===== config.mk =====
export PLATFORM = sky130hd
export DESIGN_NAME = sync_stagger_seq
export DESIGN_NICKNAME = d
export VERILOG_FILES = /design/src/rtl/sync_seq_pkg.sv /design/src/rtl/sseq_edge_detect.sv /design/src/rtl/sseq_slot_fsm.sv /design/src/rtl/sync_stagger_seq.sv
export SDC_FILE = /design/constraint.sdc
export NUM_CORES = 1
export LEC_CHECK = 0
export ABC_AREA = 1
export BUFFER_PORTS_ARGS = -buffer_cell sky130_fd_sc_hd__buf_4
export CAP_MARGIN = 10
export CORE_MARGIN = 2
export CORE_UTILIZATION = 35
export CTS_CLUSTER_DIAMETER = 100
export DETAILED_ROUTE_END_ITERATION = 6
export GPL_TIMING_DRIVEN = 0
export SLEW_MARGIN = 15
export SYNTH_ARGS = -nofsm -noshare
export SYNTH_HDL_FRONTEND = slang
export SYNTH_HIERARCHICAL = 1
export SYNTH_SLANG_ARGS = --single-unit

===== constraint.sdc =====
create_clock -name clk -period 3.15 [get_ports clk]
set_clock_uncertainty 0.2 [all_clocks]
set_input_delay 0.63 -clock clk [delete_from_list [all_inputs] [get_ports clk]]
set_output_delay 0.63 -clock clk [all_outputs]
set_load 0.01 [all_outputs]

===== src/rtl/sync_seq_pkg.sv =====
package sync_seq_pkg;

  typedef enum logic [1:0] {
    ST_IDLE  = 2'd0,
    ST_PULSE = 2'd1,
    ST_GAP   = 2'd2
  } seq_state_e;

  function automatic int unsigned max_of(input int unsigned a, input int unsigned b);
    return (a > b) ? a : b;
  endfunction

endpackage


===== src/rtl/sseq_edge_detect.sv =====
module sseq_edge_detect #(
  parameter int unsigned STAGES = 2
) (
  input  logic clk,
  input  logic rst,
  input  logic async_i,
  output logic rise_o
);

  logic [STAGES-1:0] chain;
  logic              prev;

  always_ff @(posedge clk) begin
    if (rst) begin
      chain <= '0;
      prev  <= 1'b0;
    end else begin
      chain <= {chain[STAGES-2:0], async_i};
      prev  <= chain[STAGES-1];
    end
  end

  assign rise_o = chain[STAGES-1] & ~prev;

  // a held level yields a single detection cycle
  assert_rise_single_R3: assert property (@(posedge clk) disable iff (rst)
    rise_o |=> !rise_o);

endmodule


===== src/rtl/sseq_slot_fsm.sv =====
module sseq_slot_fsm
  import sync_seq_pkg::*;
#(
  parameter int unsigned NUM_CH    = 2,
  parameter int unsigned PULSE_CYC = 8,
  parameter int unsigned GAP_CYC   = 4
) (
  input  logic              clk,
  input  logic              rst,
  input  logic              start_i,
  input  logic [NUM_CH-1:0] en_i,
  output logic [NUM_CH-1:0] pulse_o,
  output logic              busy_o
);

  localparam int unsigned CNT_W      = $clog2(max_of(PULSE_CYC, GAP_CYC) + 1);
  localparam int unsigned CH_W       = (NUM_CH > 1) ? $clog2(NUM_CH) : 1;
  localparam logic [CNT_W-1:0] PULSE_LAST = CNT_W'(PULSE_CYC - 1);
  localparam logic [CNT_W-1:0] GAP_LAST   = CNT_W'(GAP_CYC - 1);
  localparam logic [CH_W-1:0]  CH_LAST    = CH_W'(NUM_CH - 1);

  seq_state_e       state;
  logic [CNT_W-1:0] cnt;
  logic [CH_W-1:0]  ch;
  logic [CH_W-1:0]  next_ch;

  assign next_ch = ch + 1'b1;

  always_ff @(posedge clk) begin
    if (rst) begin
      state   <= ST_IDLE;
      cnt     <= '0;
      ch      <= '0;
      pulse_o <= '0;
      busy_o  <= 1'b0;
    end else begin
      case (state)
        ST_IDLE: begin
          if (start_i) begin
            state   <= ST_PULSE;
            cnt     <= '0;
            ch      <= '0;
            busy_o  <= 1'b1;
            pulse_o <= en_i[0] ? NUM_CH'(1) : '0;
          end
        end
        ST_PULSE: begin
          if (cnt == PULSE_LAST) begin
            cnt     <= '0;
            pulse_o <= '0;
            if (ch == CH_LAST) begin
              state  <= ST_IDLE;
              busy_o <= 1'b0;
            end else begin
              state <= ST_GAP;
            end
          end else begin
            cnt <= cnt + 1'b1;
          end
        end
        ST_GAP: begin
          if (cnt == GAP_LAST) begin
            cnt     <= '0;
            ch      <= next_ch;
            state   <= ST_PULSE;
            pulse_o <= en_i[next_ch] ? (NUM_CH'(1) << next_ch) : '0;
          end else begin
            cnt <= cnt + 1'b1;
          end
        end
        default: begin
          state   <= ST_IDLE;
          pulse_o <= '0;
          busy_o  <= 1'b0;
        end
      endcase
    end
  end

  // ---------------- checks ----------------
  logic [CNT_W:0] hi_run;
  always_ff @(posedge clk) begin
    if (rst)          hi_run <= '0;
    else if (|pulse_o) hi_run <= hi_run + 1'b1;
    else              hi_run <= '0;
  end

  assert_strobe_width_R4: assert property (@(posedge clk) disable iff (rst)
    (hi_run != '0 && !(|pulse_o)) |-> (hi_run == (CNT_W+1)'(PULSE_CYC)));

  assert_one_strobe_R5: assert property (@(posedge clk) disable iff (rst)
    $onehot0(pulse_o));

  assert_gap_quiet_R5: assert property (@(posedge clk) disable iff (rst)
    (state == ST_GAP) |-> (pulse_o == '0));

  assert_busy_covers_R6: assert property (@(posedge clk) disable iff (rst)
    (|pulse_o) |-> busy_o);

  assert_start_on_edge_R2: assert property (@(posedge clk) disable iff (rst)
    $rose(busy_o) |-> $past(start_i));

endmodule


===== src/rtl/sync_stagger_seq.sv =====
module sync_stagger_seq #(
  parameter int unsigned NUM_CH      = 2,
  parameter int unsigned PULSE_CYC   = 8,
  parameter int unsigned GAP_CYC     = 4,
  parameter int unsigned SYNC_STAGES = 2
) (
  input  logic              clk,
  input  logic              rst,
  input  logic              sync_req_i,
  input  logic [NUM_CH-1:0] ch_en_i,
  output logic [NUM_CH-1:0] ch_pulse_o,
  output logic              busy_o
);

  logic req_rise;

  sseq_edge_detect #(
    .STAGES(SYNC_STAGES)
  ) u_edge (
    .clk    (clk),
    .rst    (rst),
    .async_i(sync_req_i),
    .rise_o (req_rise)
  );

  sseq_slot_fsm #(
    .NUM_CH   (NUM_CH),
    .PULSE_CYC(PULSE_CYC),
    .GAP_CYC  (GAP_CYC)
  ) u_fsm (
    .clk    (clk),
    .rst    (rst),
    .start_i(req_rise),
    .en_i   (ch_en_i),
    .pulse_o(ch_pulse_o),
    .busy_o (busy_o)
  );

endmodule


# Yosys cells after proc, flatten, opt, wreduce, memory -nomap -nowiden
# Index checks and enable logic that the tools add are counted.
[classes]
add_sub_neg = 2
order_cmp = 1
n_eq_ne = 8
shifts = 1
mux = 24
n_bitwise = 3
n_reduce_logical = 7
[ops]
columns = ["operator", "n"]
rows = [
  ["2-bit two-way mux", 8],
  ["4-bit two-way mux", 3],
  ["2-bit case mux with 3 select lines", 2],
  ["4-bit case mux with 3 select lines", 1],
  ["1-bit two-way mux", 8],
  ["2-bit by 1-bit inequality test with 1-bit output, second input constant", 3],
  ["3-bit AND reduction", 2],
  ["4-bit by 1-bit adder with 4-bit output, second input constant", 1],
  ["4-bit by 2-bit equality test with 1-bit output, second input constant", 1],
  ["4-bit by 3-bit equality test with 1-bit output, second input constant", 1],
  ["4-bit AND reduction", 1],
  ["1-bit case mux with 3 select lines", 1],
  ["3-bit nonzero test", 1],
  ["2-bit by 1-bit equality test with 1-bit output, second input constant", 1],
  ["2-bit equality test, second input constant", 1],
  ["2-bit logical NOT", 1],
  ["1-bit by 2-bit < comparator with 1-bit output, second input constant", 1],
  ["2-bit inequality test, second input constant", 1],
  ["1-bit inverter", 2],
  ["1-bit case mux with 2 select lines", 1],
  ["2-bit AND reduction", 1],
  ["2-bit nonzero test", 1],
  ["1-bit by 1-bit << shifter with 2-bit output, first input constant", 1],
  ["1-bit adder, second input constant", 1],
  ["1-bit AND", 1],
]
[totals]
register_bits = 13
out_inout_bits = 3
elab_cells = 53

# Depth between registers and ports, before layout
# Gate-level depths: netlist of run 1.
[logic_depth]
ltp_word = 6
mapped_depth = 9
depth_no_buf = 9

# Hierarchy
# Netlist of run 1, hierarchy kept.
[modules_own_cells]
columns = ["mod", "n_inst", "cells_per_inst", "area_per_inst_um2", "seq_area_each_um2"]
rows = [
  ["sseq_slot_fsm", 1, 91, 644.4, 200.2],
  ["sseq_edge_detect", 1, 10, 86.3, 60.1],
]

# Worst setup path before layout of run 1
# OpenSTA, ideal clock, no wires.
[synth_path]
kind = "register to register"
start = "reg u_fsm.state[0]"
end = "reg u_fsm.cnt[0]"
setup_time_ns = 0.122
arrival_ns = 1.133
setup_slack_ns = 1.695
path_stages_with_launch = 7
n_path_buf = 0
period_less_slack_ns = 1.455
cell_sequence = "dfxtp_1 -> inv_1 -> ha_1 -> nand2_2 -> nand2_1 -> o21ai_0 -> a21oi_2"
[synth_via]
elab_chain_cells = 3
elab_cells_between_ends = 7
cone_classes = "3 x eq/ne; 1 x mux; 3 x reduce/logical"
[synth_lines]
columns = ["item", "line", "rtl"]
rows = [
  ["start, declared", "sseq_slot_fsm.sv:22", "seq_state_e state;"],
  ["start signal, assigned", "sseq_slot_fsm.sv:31", "state <= ST_IDLE;"],
  ["start signal, assigned", "sseq_slot_fsm.sv:40", "state <= ST_PULSE;"],
  ["start signal, assigned", "sseq_slot_fsm.sv:52", "state <= ST_IDLE;"],
  ["2-bit by 1-bit equality test with 1-bit output, or another cell as far along", "sseq_slot_fsm.sv:37", "case (state)"],
  ["3-bit nonzero test (no source line) / 2-bit inequality test (equally long branches)", "-", ""],
  ["2-bit AND reduction (no source line)", "-", ""],
  ["end signal, assigned", "sseq_slot_fsm.sv:58", "cnt <= cnt + 1'b1;"],
  ["end signal, assigned", "sseq_slot_fsm.sv:68", "cnt <= cnt + 1'b1;"],
  ["end, declared", "sseq_slot_fsm.sv:23", "logic [CNT_W-1:0] cnt;"],
]
# Parallel ways exist; a longest one is shown, timed or not.
# A chain may end at the register's enable or synchronous reset.

# Final worst setup path of run 1
[layout_path]
start = "reg u_fsm.state[0]"
end = "reg u_fsm.cnt[3]"
# Same word-level chain as after synthesis.

==> run_results.csv, run 1 <==
group,metric,value,unit
synth,synthMuxAreaShare,0,
critical_path,cp.arrival,1.68,ns
synth,syn_area,731,µm²
timing,slew_headroom,0.804,
critical_path,r2r-end,"u_fsm/cnt[3]",
critical_path,cp-start-kind,"register",
clocking,post_cts_buffers,0,
global_route,grt_max_degree,11,
power_and_ir_drop,switching_share,0.430,
critical_path,required,3.17,ns
synth,synth_area_leader_cell,"dfxtp_1",
floorplan,die_x,49.7,µm
power_and_ir_drop,total_power,613,µW
critical_path,cp_max_fo,5,
synth,ys.flop_type,"dfxtp_1",
clocking,cts_made_buffers,3,
timing,finalHoldViolCount,0,
clocking,clk_path_buf_depth,2,
placed_design,gp_congestion,0.770,
global_route,grt_pass1_vias,593,
route,drt_first_pass_iters,4,
clocking,insertion_delay,0.28,ns
floorplan,dieArea,2470,µm²
power_and_ir_drop,comb_power_share,0.484,
clocking,htree_levels,1,
synth,synth_edf_count,0,
power_and_ir_drop,p_leak,0.371,nW
critical_path,endpoint,"u_fsm/cnt[3]",
final_layout,layout-drive-gt1-share,0.214,
critical_path,r2r_cells,7,
power_and_ir_drop,clockPowerShare,0.168,
synth,syn_area_per_cell,7.23,µm²
synth,synthAdderAreaFrac,0.0856,
synth,yosys.area.top_type_share,0.356,
global_route,grt_pass1_wl,2320,µm
clocking,cts_tree,"yes",
timing,whs,0.209,ns
hold_path,hp-start,"u_edge/chain[0]",
global_route,grt_usage,0.124,
critical_path,criticalPathCategory,"register to register",
clocking,cts_root_buffer,"clkbuf_4",
power_and_ir_drop,ir_drop,0.368,mV
final_layout,fin_util,0.430,
floorplan,die_h,49.7,µm
clocking,cts.sinks,13,
route,route.detailed.drc,0,
floorplan,fp.coreArea,1960,µm²
timing,min_period_over_period,0.527,
synth,synthTopCellsByCount,"nand2_1, inv_1, dfxtp_1, nor2_1, a21oi_1",
synth,synth_cells,101,
synth,synth_simple_gate_area_frac,0.336,
placed_design,dp_hpwl,1050,µm
global_route,grt.overflow.total,0,
power_and_ir_drop,power_switching,264,µW
floorplan,pin_count,8,
route,ant_nets,0,
timing,fin_tns_setup,0,ns
synth,synth_nets,111,
critical_path,r2r-start,"u_fsm/state[0]",
timing,finalCriticalPeriod,1.66,ns
floorplan,start_util,0.372,
final_layout,antenna_cells,0,
critical_path,crit_start,"u_fsm/state[0]",
floorplan,core.rowCount,16,
timing,fmax,602,MHz
final_layout,nets,123,
synth,yosysMostFrequentCell,"nand2_1",
synth,ys_seq_elements,13,
synth,yosys_warnings,6,
power_and_ir_drop,p_per_area,727,nW/µm²
placed_design,place_ws,1.49,ns
synth,ys_seq_area_frac,0.356,
route,viasPerCell,4.63,
route,num_vias,643,
route,drt_iter0_markers,12,
synth,synth.distinct_cells,18,
timing,tightest_slew,0.295,ns
critical_path,timing.critical_path.to_type,"register",
timing,setup_viol,0,
clocking,cts_resized,0,
power_and_ir_drop,power.internal,349,µW
synth,async_flop_share,0,
synth,synth_top_cells_by_area,"dfxtp_1, nand2_1, inv_1",
critical_path,reg2reg_slack,1.49,ns
hold_path,hold_class,"register to register",
timing,finalWorstSetupSlack,1.49,ns
final_layout,area_delta_synth_final,15.4,%
timing,final_max_slew_viol_count,0,
synth,synthXorXnorAreaFrac,0,
timing,rsz0062_at_grt,"false",
global_route,antenna_found_initial,0,
placed_design,portBuffers,7,
outcome,status,"finished clean",
clocking,path_clk_slew,0.08,ns
synth,synth_compound_area_frac,0.120,
route,wire_per_inst,9.78,µm
flow_run,max_cap_viol_count,0,
power_and_ir_drop,p_seq_frac,0.347,
clocking,postCtsHoldBufs,0,
route,wl,1360,µm
synth,synth_top_family_by_area,"simple AND/OR/NAND/NOR gates",
-- routing by layer --
layer,GRT usage,vias to the layer above,routed length [µm]
met1,0.156,282,666
met2,0.187,10,620
met4,0.0833,0,33
met3,0.0273,4,40
li1,-,347,-
met5,0,-,0
-- layout by cell type (no fill, tap or decap) --
cell      synthesis  layout
a21oi_1           9       9
a21oi_2           2       2
a22oi_1           1       1
buf_4             0       7
clkbuf_1          0       1
clkbuf_4          0       3
dfxtp_1          13      13
ha_1              5       5
inv_1            18      18
inv_2             2       2
nand2_1          20      20
nand2_2           3       3
nand2_4           1       1
nand3_1           4       4
nand3_2           4       4
nand4_1           4       4
nor2_1           10      10
nor2_2            1       1
nor2_4            1       1
o21a_1            1       1
o21ai_0           2       2
-- cell type report --
class	instances	area, µm²
Multi-Input combinational cell	68	395
Tap cell	27	33.8
Inverter	20	75.1
Clock buffer	4	26.3
Fill cell	233	1120
Sequential cell	13	260
Timing Repair Buffer	7	52.6
-- critical path: stages, from the launching register on --
cell,delay (ns)
dfxtp_1,0.39
inv_1,0.09
ha_1,0.28
nand2_2,0.16
nand2_1,0.16
nor2_4,0.14
nand3_2,0.09
a21oi_2,0.11
-- how the worst min path moves through the flow --
stage | endpoint | slack, ns | cells after the start
3_5_place_dp | u_edge/chain[1] | 0.20 | 2
3_3_place_gp | u_edge/chain[1] | 0.20 | 2
2_1_floorplan | u_edge/chain[1] | 0.19 | 2
5_1_grt | u_edge/chain[1] | 0.25 | 2
6_report | u_edge/chain[1] | 0.21 | 2
4_1_cts | u_edge/chain[1] | 0.22 | 2
-- cell families (layout without fill, tap and decap cells) --
logic type,Yosys count,after routing
buffers and inverters,20,31
flip-flops,13,13
AND/OR/NAND/NOR,48,48
adder cells (fa/ha/maj),5,5
AO/OA/AOI/OAI,15,15
-- through the flow --
step	instances	cell area [µm²]
floorplan	101	731
global placement	135	817
detailed placement	135	817
CTS	139	843
global route	139	843
finish	139	843
-- power groups by stage --
| stage | registers, mW | logic [mW] | clock network [mW] |
|---|---|---|---|
| after CTS | 0.214 | 0.297 | 0.110 |
| after global placement | 0.216 | 0.294 | 0 |
| after detailed placement | 0.217 | 0.296 | 0 |
| final | 0.213 | 0.297 | 0.103 |
| after floorplan | 0.218 | 0.226 | 0 |
| after global routing | 0.216 | 0.339 | 0.118 |
-- sequential cells by signal, indices dropped and copies added (netlist names) --
register,count
u_fsm/cnt,4
u_fsm/ch,1
u_edge/chain,2
u_edge/prev,1
u_fsm/busy_o,1
u_fsm/pulse_o,2
u_fsm/state,2
Note: power is estimated with default switching activity, not from simulation.
==> inputs of run 2 (changes only) <==
==> constraint.sdc (replaced) <==
create_clock -name clk -period 1.36 [get_ports clk]
set_clock_uncertainty 0.2 [all_clocks]
set_input_delay 0.272 -clock clk [delete_from_list [all_inputs] [get_ports clk]]
set_output_delay 0.272 -clock clk [all_outputs]
set_load 0.01 [all_outputs]
==> run 2 against run 1 <==
  * The flow now finishes with violations (setup timing)
  * Via count rose by 4.7%
  * Sequential share of layout area down 3.4 points
  * Sequential cell count did not move
  * Worst hold slack got worse by 0.17 ns
  * Utilization grew 8.2 points
  * Maximum frequency grew 18%
  * Die area did not move
  * Sequential power grew 150%
  * Critical path depth unchanged
  * Power increased to 2.9 times the previous value
  * Critical endpoint is now u_fsm/cnt[1]
==> run_results.csv, run 2 (same netlist as run 1, synthesis figures left out) <==
group,metric,value,unit
outcome,status,"finished with violations",
outcome,violations,"setup timing",
critical_path,cp-start-kind,"register",
timing,rsz0062_at_grt,"true",
clocking,path_clk_slew,0.08,ns
global_route,grt_pass1_vias,622,
critical_path,cp.arrival,1.37,ns
timing,whs,0.0365,ns
placed_design,dp_hpwl,1080,µm
final_layout,final_cell_mix,"nand2_1, inv_1, nor2_1, dfxtp_1, buf_4",
route,num_vias,673,
final_layout,layout-drive-gt1-share,0.404,
clocking,insertion_delay,0.27,ns
final_layout,nets,125,
clocking,cts_made_buffers,3,
final_layout,final_common_cell,"nand2_1",
critical_path,criticalPathCategory,"register to register",
hold_path,hold_class,"input port to register",
global_route,grt_pass1_wl,2680,µm
floorplan,start_util,0.372,
route,drt_iter0_markers,5,
placed_design,portBuffers,7,
placed_design,place_ws,-0.152,ns
clocking,clk_path_buf_depth,2,
timing,slew_headroom,0.822,
clocking,htree_levels,1,
critical_path,timing.critical_path.to_type,"register",
timing,finalCriticalPeriod,1.40,ns
route,route.detailed.drc,0,
clocking,cts.sinks,13,
timing,min_period_over_period,1.03,
timing,setup_viol,5,
route,viasPerCell,4.77,
clocking,cts_tree,"yes",
final_layout,largest_register_ffs,4,
route,ant_nets,0,
floorplan,die_h,49.7,µm
global_route,antenna_found_initial,0,
critical_path,cp_max_fo,5,
final_layout,antenna_cells,0,
power_and_ir_drop,ir_drop,1.16,mV
floorplan,die_x,49.7,µm
timing,finalWorstSetupSlack,-0.0438,ns
timing,fmax,712,MHz
flow_run,max_cap_viol_count,0,
global_route,grt_usage,0.140,
timing,finalHoldViolCount,0,
timing,fin_tns_setup,-0.103,ns
final_layout,largest-register,"u_fsm/cnt",
final_layout,fillers,212,
power_and_ir_drop,p_leak,0.392,nW
floorplan,pin_count,8,
global_route,grt_max_degree,11,
placed_design,gp_congestion,0.766,
final_layout,area_delta_synth_final,37.3,%
floorplan,core.rowCount,16,
global_route,grt.overflow.total,0,
route,drt_first_pass_iters,4,
route,wl,1540,µm
clocking,cts_root_buffer,"clkbuf_4",
critical_path,required,1.32,ns
floorplan,fp.coreArea,1960,µm²
floorplan,dieArea,2470,µm²
timing,tightest_slew,0.266,ns
power_and_ir_drop,p_per_area,1750,nW/µm²
route,wire_per_inst,10.9,µm
timing,final_max_slew_viol_count,0,
## run 2: cell types whose count changed in the layout (fill, tap and decap cells not counted), moves of 2 or more
cell / before / now
dfxtp_4: 0 / 4
inv_1: 18 / 15
ha_4: 0 / 4
a21oi_1: 9 / 4
inv_4: 0 / 2
nand2_1: 20 / 17
dfxtp_1: 13 / 9
nand2_4: 1 / 3
ha_1: 5 / 1
a21oi_2: 2 / 6
## run 2: layout make-up
| type | instances | area [µm²] | share of cell area |
|---|---|---|---|
| multi-input combinational | 68 | 518 | 0.516 |
| sequential | 13 | 275 | 0.274 |
| inverter | 20 | 80.1 | 0.0798 |
| timing repair buffer | 9 | 70.1 | 0.0698 |
| tap | 27 | 33.8 | 0.0337 |
| clock buffer | 4 | 26.3 | 0.0262 |
## run 2: final timing paths
path,from,endpoint,slack [ns],cells after the start
min reg2reg,u_edge/chain[0],u_edge/chain[1],0.21,2
max reg2reg,u_fsm/state[1],u_fsm/cnt[1],-0.04,7
max,u_fsm/state[1],u_fsm/cnt[1],-0.04,7
min,rst,u_fsm/state[1],0.04,2
## run 2: layer usage
layer | GRT usage | routed length, µm
met5 | 0 | 0
met4 | 0.0139 | 0
met3 | 0.0576 | 44
met2 | 0.224 | 786
met1 | 0.182 | 708
## run 2: power by group
part           internal [mW]  switching, mW  total [mW]  leakage, nW
Clock                  0.114          0.122       0.236       0.0150
Combinational          0.418          0.568       0.987        0.268
Sequential             0.456         0.0751       0.531        0.109
## run 2: through the flow
step	util	instance area, µm²	instances	total power [mW]
finish	0.511	1000	141	1.75
floorplan	-	753	101	1.08
detailed placement	0.428	840	135	1.26
CTS	0.490	962	141	1.69
global placement	0.428	840	135	1.24
global route	0.511	1000	141	1.89
## run 2: what timing repair did
action	in CTS	in global routing
resized for setup	21	9
pin swaps	9	11
buffers inserted	1	0
gates cloned	0	0
setup endpoints to repair	10	10
hold buffers	1	0
hold endpoints to repair	1	0
## run 2: critical path, stage by stage (launching register included)
cell,delay (ns)
dfxtp_4,0.38
inv_4,0.08
ha_4,0.21
nand2_8,0.09
nand2_4,0.10
nor2_4,0.04
a22oi_1,0.15
nor2_1,0.05
==> inputs of run 3 (changes only) <==
--- a/config.mk
+++ b/config.mk
@@ -6,7 +6,7 @@
 export NUM_CORES = 1
 export LEC_CHECK = 0
 export ABC_AREA = 1
-export BUFFER_PORTS_ARGS = -buffer_cell sky130_fd_sc_hd__buf_4
+export BUFFER_PORTS_ARGS = -buffer_cell sky130_fd_sc_hd__buf_2
 export CAP_MARGIN = 10
 export CORE_MARGIN = 2
 export CORE_UTILIZATION = 35
==> run 3 against run 2 <==
  * Critical path depth down 2
  * Combinational power down 2%
  * First-iteration DRC count grew to 3.6 times the previous value
  * The flow still finishes with violations (setup timing)
  * Maximum frequency decreased by 0.45%
  * Sequential cell count unchanged
  * Sequential share of layout area is 0.17 points higher
  * Setup slack lost 0.0063 ns
  * Design area down 0.62%
  * Highest routed layer unchanged
  * Power shrank 1.0%
==> run_results.csv, run 3 (same netlist as run 1, synthesis figures left out) <==
group,metric,value,unit
global_route,grt_usage,0.139,
power_and_ir_drop,power_switching,763,µW
clocking,cts_tree,"yes",
critical_path,crit_buf_inv,1,
power_and_ir_drop,comb_power_share,0.559,
final_layout,layout-drive-gt1-share,0.397,
outcome,violations,"setup timing",
critical_path,timing.critical_path.to_type,"register",
route,ant_nets,0,
critical_path,reg2reg_slack,-0.05,ns
power_and_ir_drop,p_leak,0.400,nW
power_and_ir_drop,switching_share,0.439,
floorplan,dieArea,2470,µm²
power_and_ir_drop,clockPowerShare,0.137,
timing,final_max_slew_viol_count,0,
clocking,clk_path_buf_depth,2,
clocking,htree_levels,1,
final_layout,nets,127,
final_layout,final_cell_mix,"nand2_1, inv_1, nor2_1, dfxtp_1, buf_2",
hold_path,min_to,"u_fsm/cnt[3]",
route,drt_first_pass_iters,5,
timing,fmax,709,MHz
floorplan,core.rowCount,16,
global_route,grt.overflow.total,0,
critical_path,r2r-start,"u_fsm/state[0]",
power_and_ir_drop,ir_drop,1.18,mV
timing,finalCriticalPeriod,1.41,ns
global_route,grt_max_degree,11,
timing,finalHoldViolCount,0,
final_layout,largest_register_ffs,4,
clocking,cts_made_buffers,3,
global_route,use_met2,0.233,
critical_path,cp_cell_sequence,"inv_4 > ha_4 > a21oi_4 > nand4_1 > a21oi_1",
hold_path,holdPathStages,2,
route,drt_iter0_markers,18,
clocking,cts_root_buffer,"clkbuf_4",
floorplan,start_util,0.372,
critical_path,criticalPathCategory,"register to register",
hold_path,hold_class,"input port to register",
global_route,grtUsageMet1,0.173,
timing,rsz0062_at_grt,"true",
critical_path,cp_slowest_cell,"dfxtp_4",
placed_design,gp_congestion,0.770,
global_route,grt_pass1_wl,2590,µm
critical_path,slowest_delay,0.40,ns
timing,slew_headroom,0.834,
clocking,path_clk_slew,0.09,ns
global_route,antenna_found_initial,0,
critical_path,cp_max_fo,5,
critical_path,cp.arrival,1.41,ns
placed_design,place_ws,-0.169,ns
critical_path,cp-start-kind,"register",
clocking,cts.sinks,13,
route,num_vias,673,
floorplan,fp.coreArea,1960,µm²
route,wire_per_inst,10.9,µm
timing,min_period_over_period,1.04,
critical_path,r2r-end,"u_fsm/state[1]",
placed_design,portBuffers,7,
route,wl,1560,µm
final_layout,largest-register,"u_fsm/cnt",
power_and_ir_drop,p_per_area,1740,nW/µm²
outcome,status,"finished with violations",
critical_path,required,1.36,ns
final_layout,antenna_cells,0,
hold_path,hp-start,"rst",
route,route.detailed.drc,0,
global_route,grt_util_met3,0.0545,
floorplan,die_h,49.7,µm
final_layout,final_common_cell,"nand2_1",
critical_path,critical_path.top_delay_family,"flip-flops",
timing,setup_viol,6,
critical_path,worst-path-stages,5,
critical_path,r2r_cells,5,
timing,finalWorstSetupSlack,-0.0501,ns
power_and_ir_drop,p_seq_frac,0.304,
floorplan,die_x,49.7,µm
clocking,insertion_delay,0.27,ns
route,viasPerCell,4.71,
global_route,grt.busiest_layer,"met2",
global_route,grt_pass1_vias,578,
flow_run,max_cap_viol_count,0,
final_layout,finalNonFillerCells,143,
placed_design,dp_hpwl,1100,µm
power_and_ir_drop,power.internal,973,µW
timing,tightest_slew,0.249,ns
floorplan,pin_count,8,
placed_design,place_inst,135,
final_layout,area_delta_synth_final,36.5,%
[run 3: changes by cell type in the layout (fill, tap and decap cells not counted)]
cell     previous run  this run
a21oi_1             4         5
a21oi_2             6         5
a22oi_1             1         0
a22oi_2             0         1
buf_2               0         7
buf_4               8         3
nand2_1            17        19
nand2_2             3         1
[run 3: metrics by stage]
stage	TNS, ns	hold slack (ns)	util	cell area (µm²)	power, mW
3_3_place_gp	-0.880	0.201	0.419	822	1.22
3_5_place_dp	-1.34	0.207	0.419	822	1.24
5_1_grt	-0.797	0.106	0.508	997	1.88
4_1_cts	-0.243	0.0769	0.480	942	1.64
2_1_floorplan	-0.0188	0.134	-	753	1.08
6_report	-0.174	0.0917	0.508	997	1.74
[run 3: worst reg2reg max path, delay by kind of cell (launching register included)]
| kind | cells | cell delay (ns) |
|---|---|---|
| AO/OA/AOI/OAI | 2 | 0.34 |
| adder cells (fa/ha/maj) | 1 | 0.20 |
| buffers and inverters | 1 | 0.06 |
| flip-flops | 1 | 0.40 |
| AND/OR/NAND/NOR | 1 | 0.13 |
[run 3: layout make-up]
cell class	count	area, µm²
fill	219	965
multi-input combinational	68	514
sequential	13	275
inverter	20	80.1
timing repair buffer	11	67.6
tap	27	33.8
clock buffer	4	26.3
[run 3: repair_timing]
item / in CTS / in global routing
endpoints found under the hold margin: 1 / 0
hold buffers: 1 / 0
gates cloned: 0 / 0
buffers inserted: 0 / 3
setup endpoints to repair: 10 / 10
resized for setup: 22 / 6
pin swaps: 11 / 11
[run 3: how the worst max path moves through the flow]
stage,start,endpoint
final,u_fsm/state[0],u_fsm/state[1]
after global routing,u_fsm/state[0],u_fsm/cnt[3]
after global placement,u_fsm/state[1],u_fsm/busy_o
after detailed placement,u_fsm/state[0],u_fsm/busy_o
after CTS,u_fsm/state[0],u_fsm/busy_o
after floorplan,u_fsm/state[1],u_fsm/busy_o
[run 3: routing by layer]
metal / share of wire / wire length, µm
met5: 0 / 0
met4: 0 / 0
met3: 0.037 / 58
met2: 0.50 / 781
met1: 0.46 / 721
[run 3: power groups by stage]
stage / Clock [mW] / Sequential, mW / Combinational, mW
4_1_cts: 0.257 / 0.530 / 0.856
5_1_grt: 0.264 / 0.541 / 1.07
3_5_place_dp: 0 / 0.505 / 0.733
3_3_place_gp: 0 / 0.499 / 0.723
6_report: 0.238 / 0.528 / 0.969
2_1_floorplan: 0 / 0.506 / 0.578
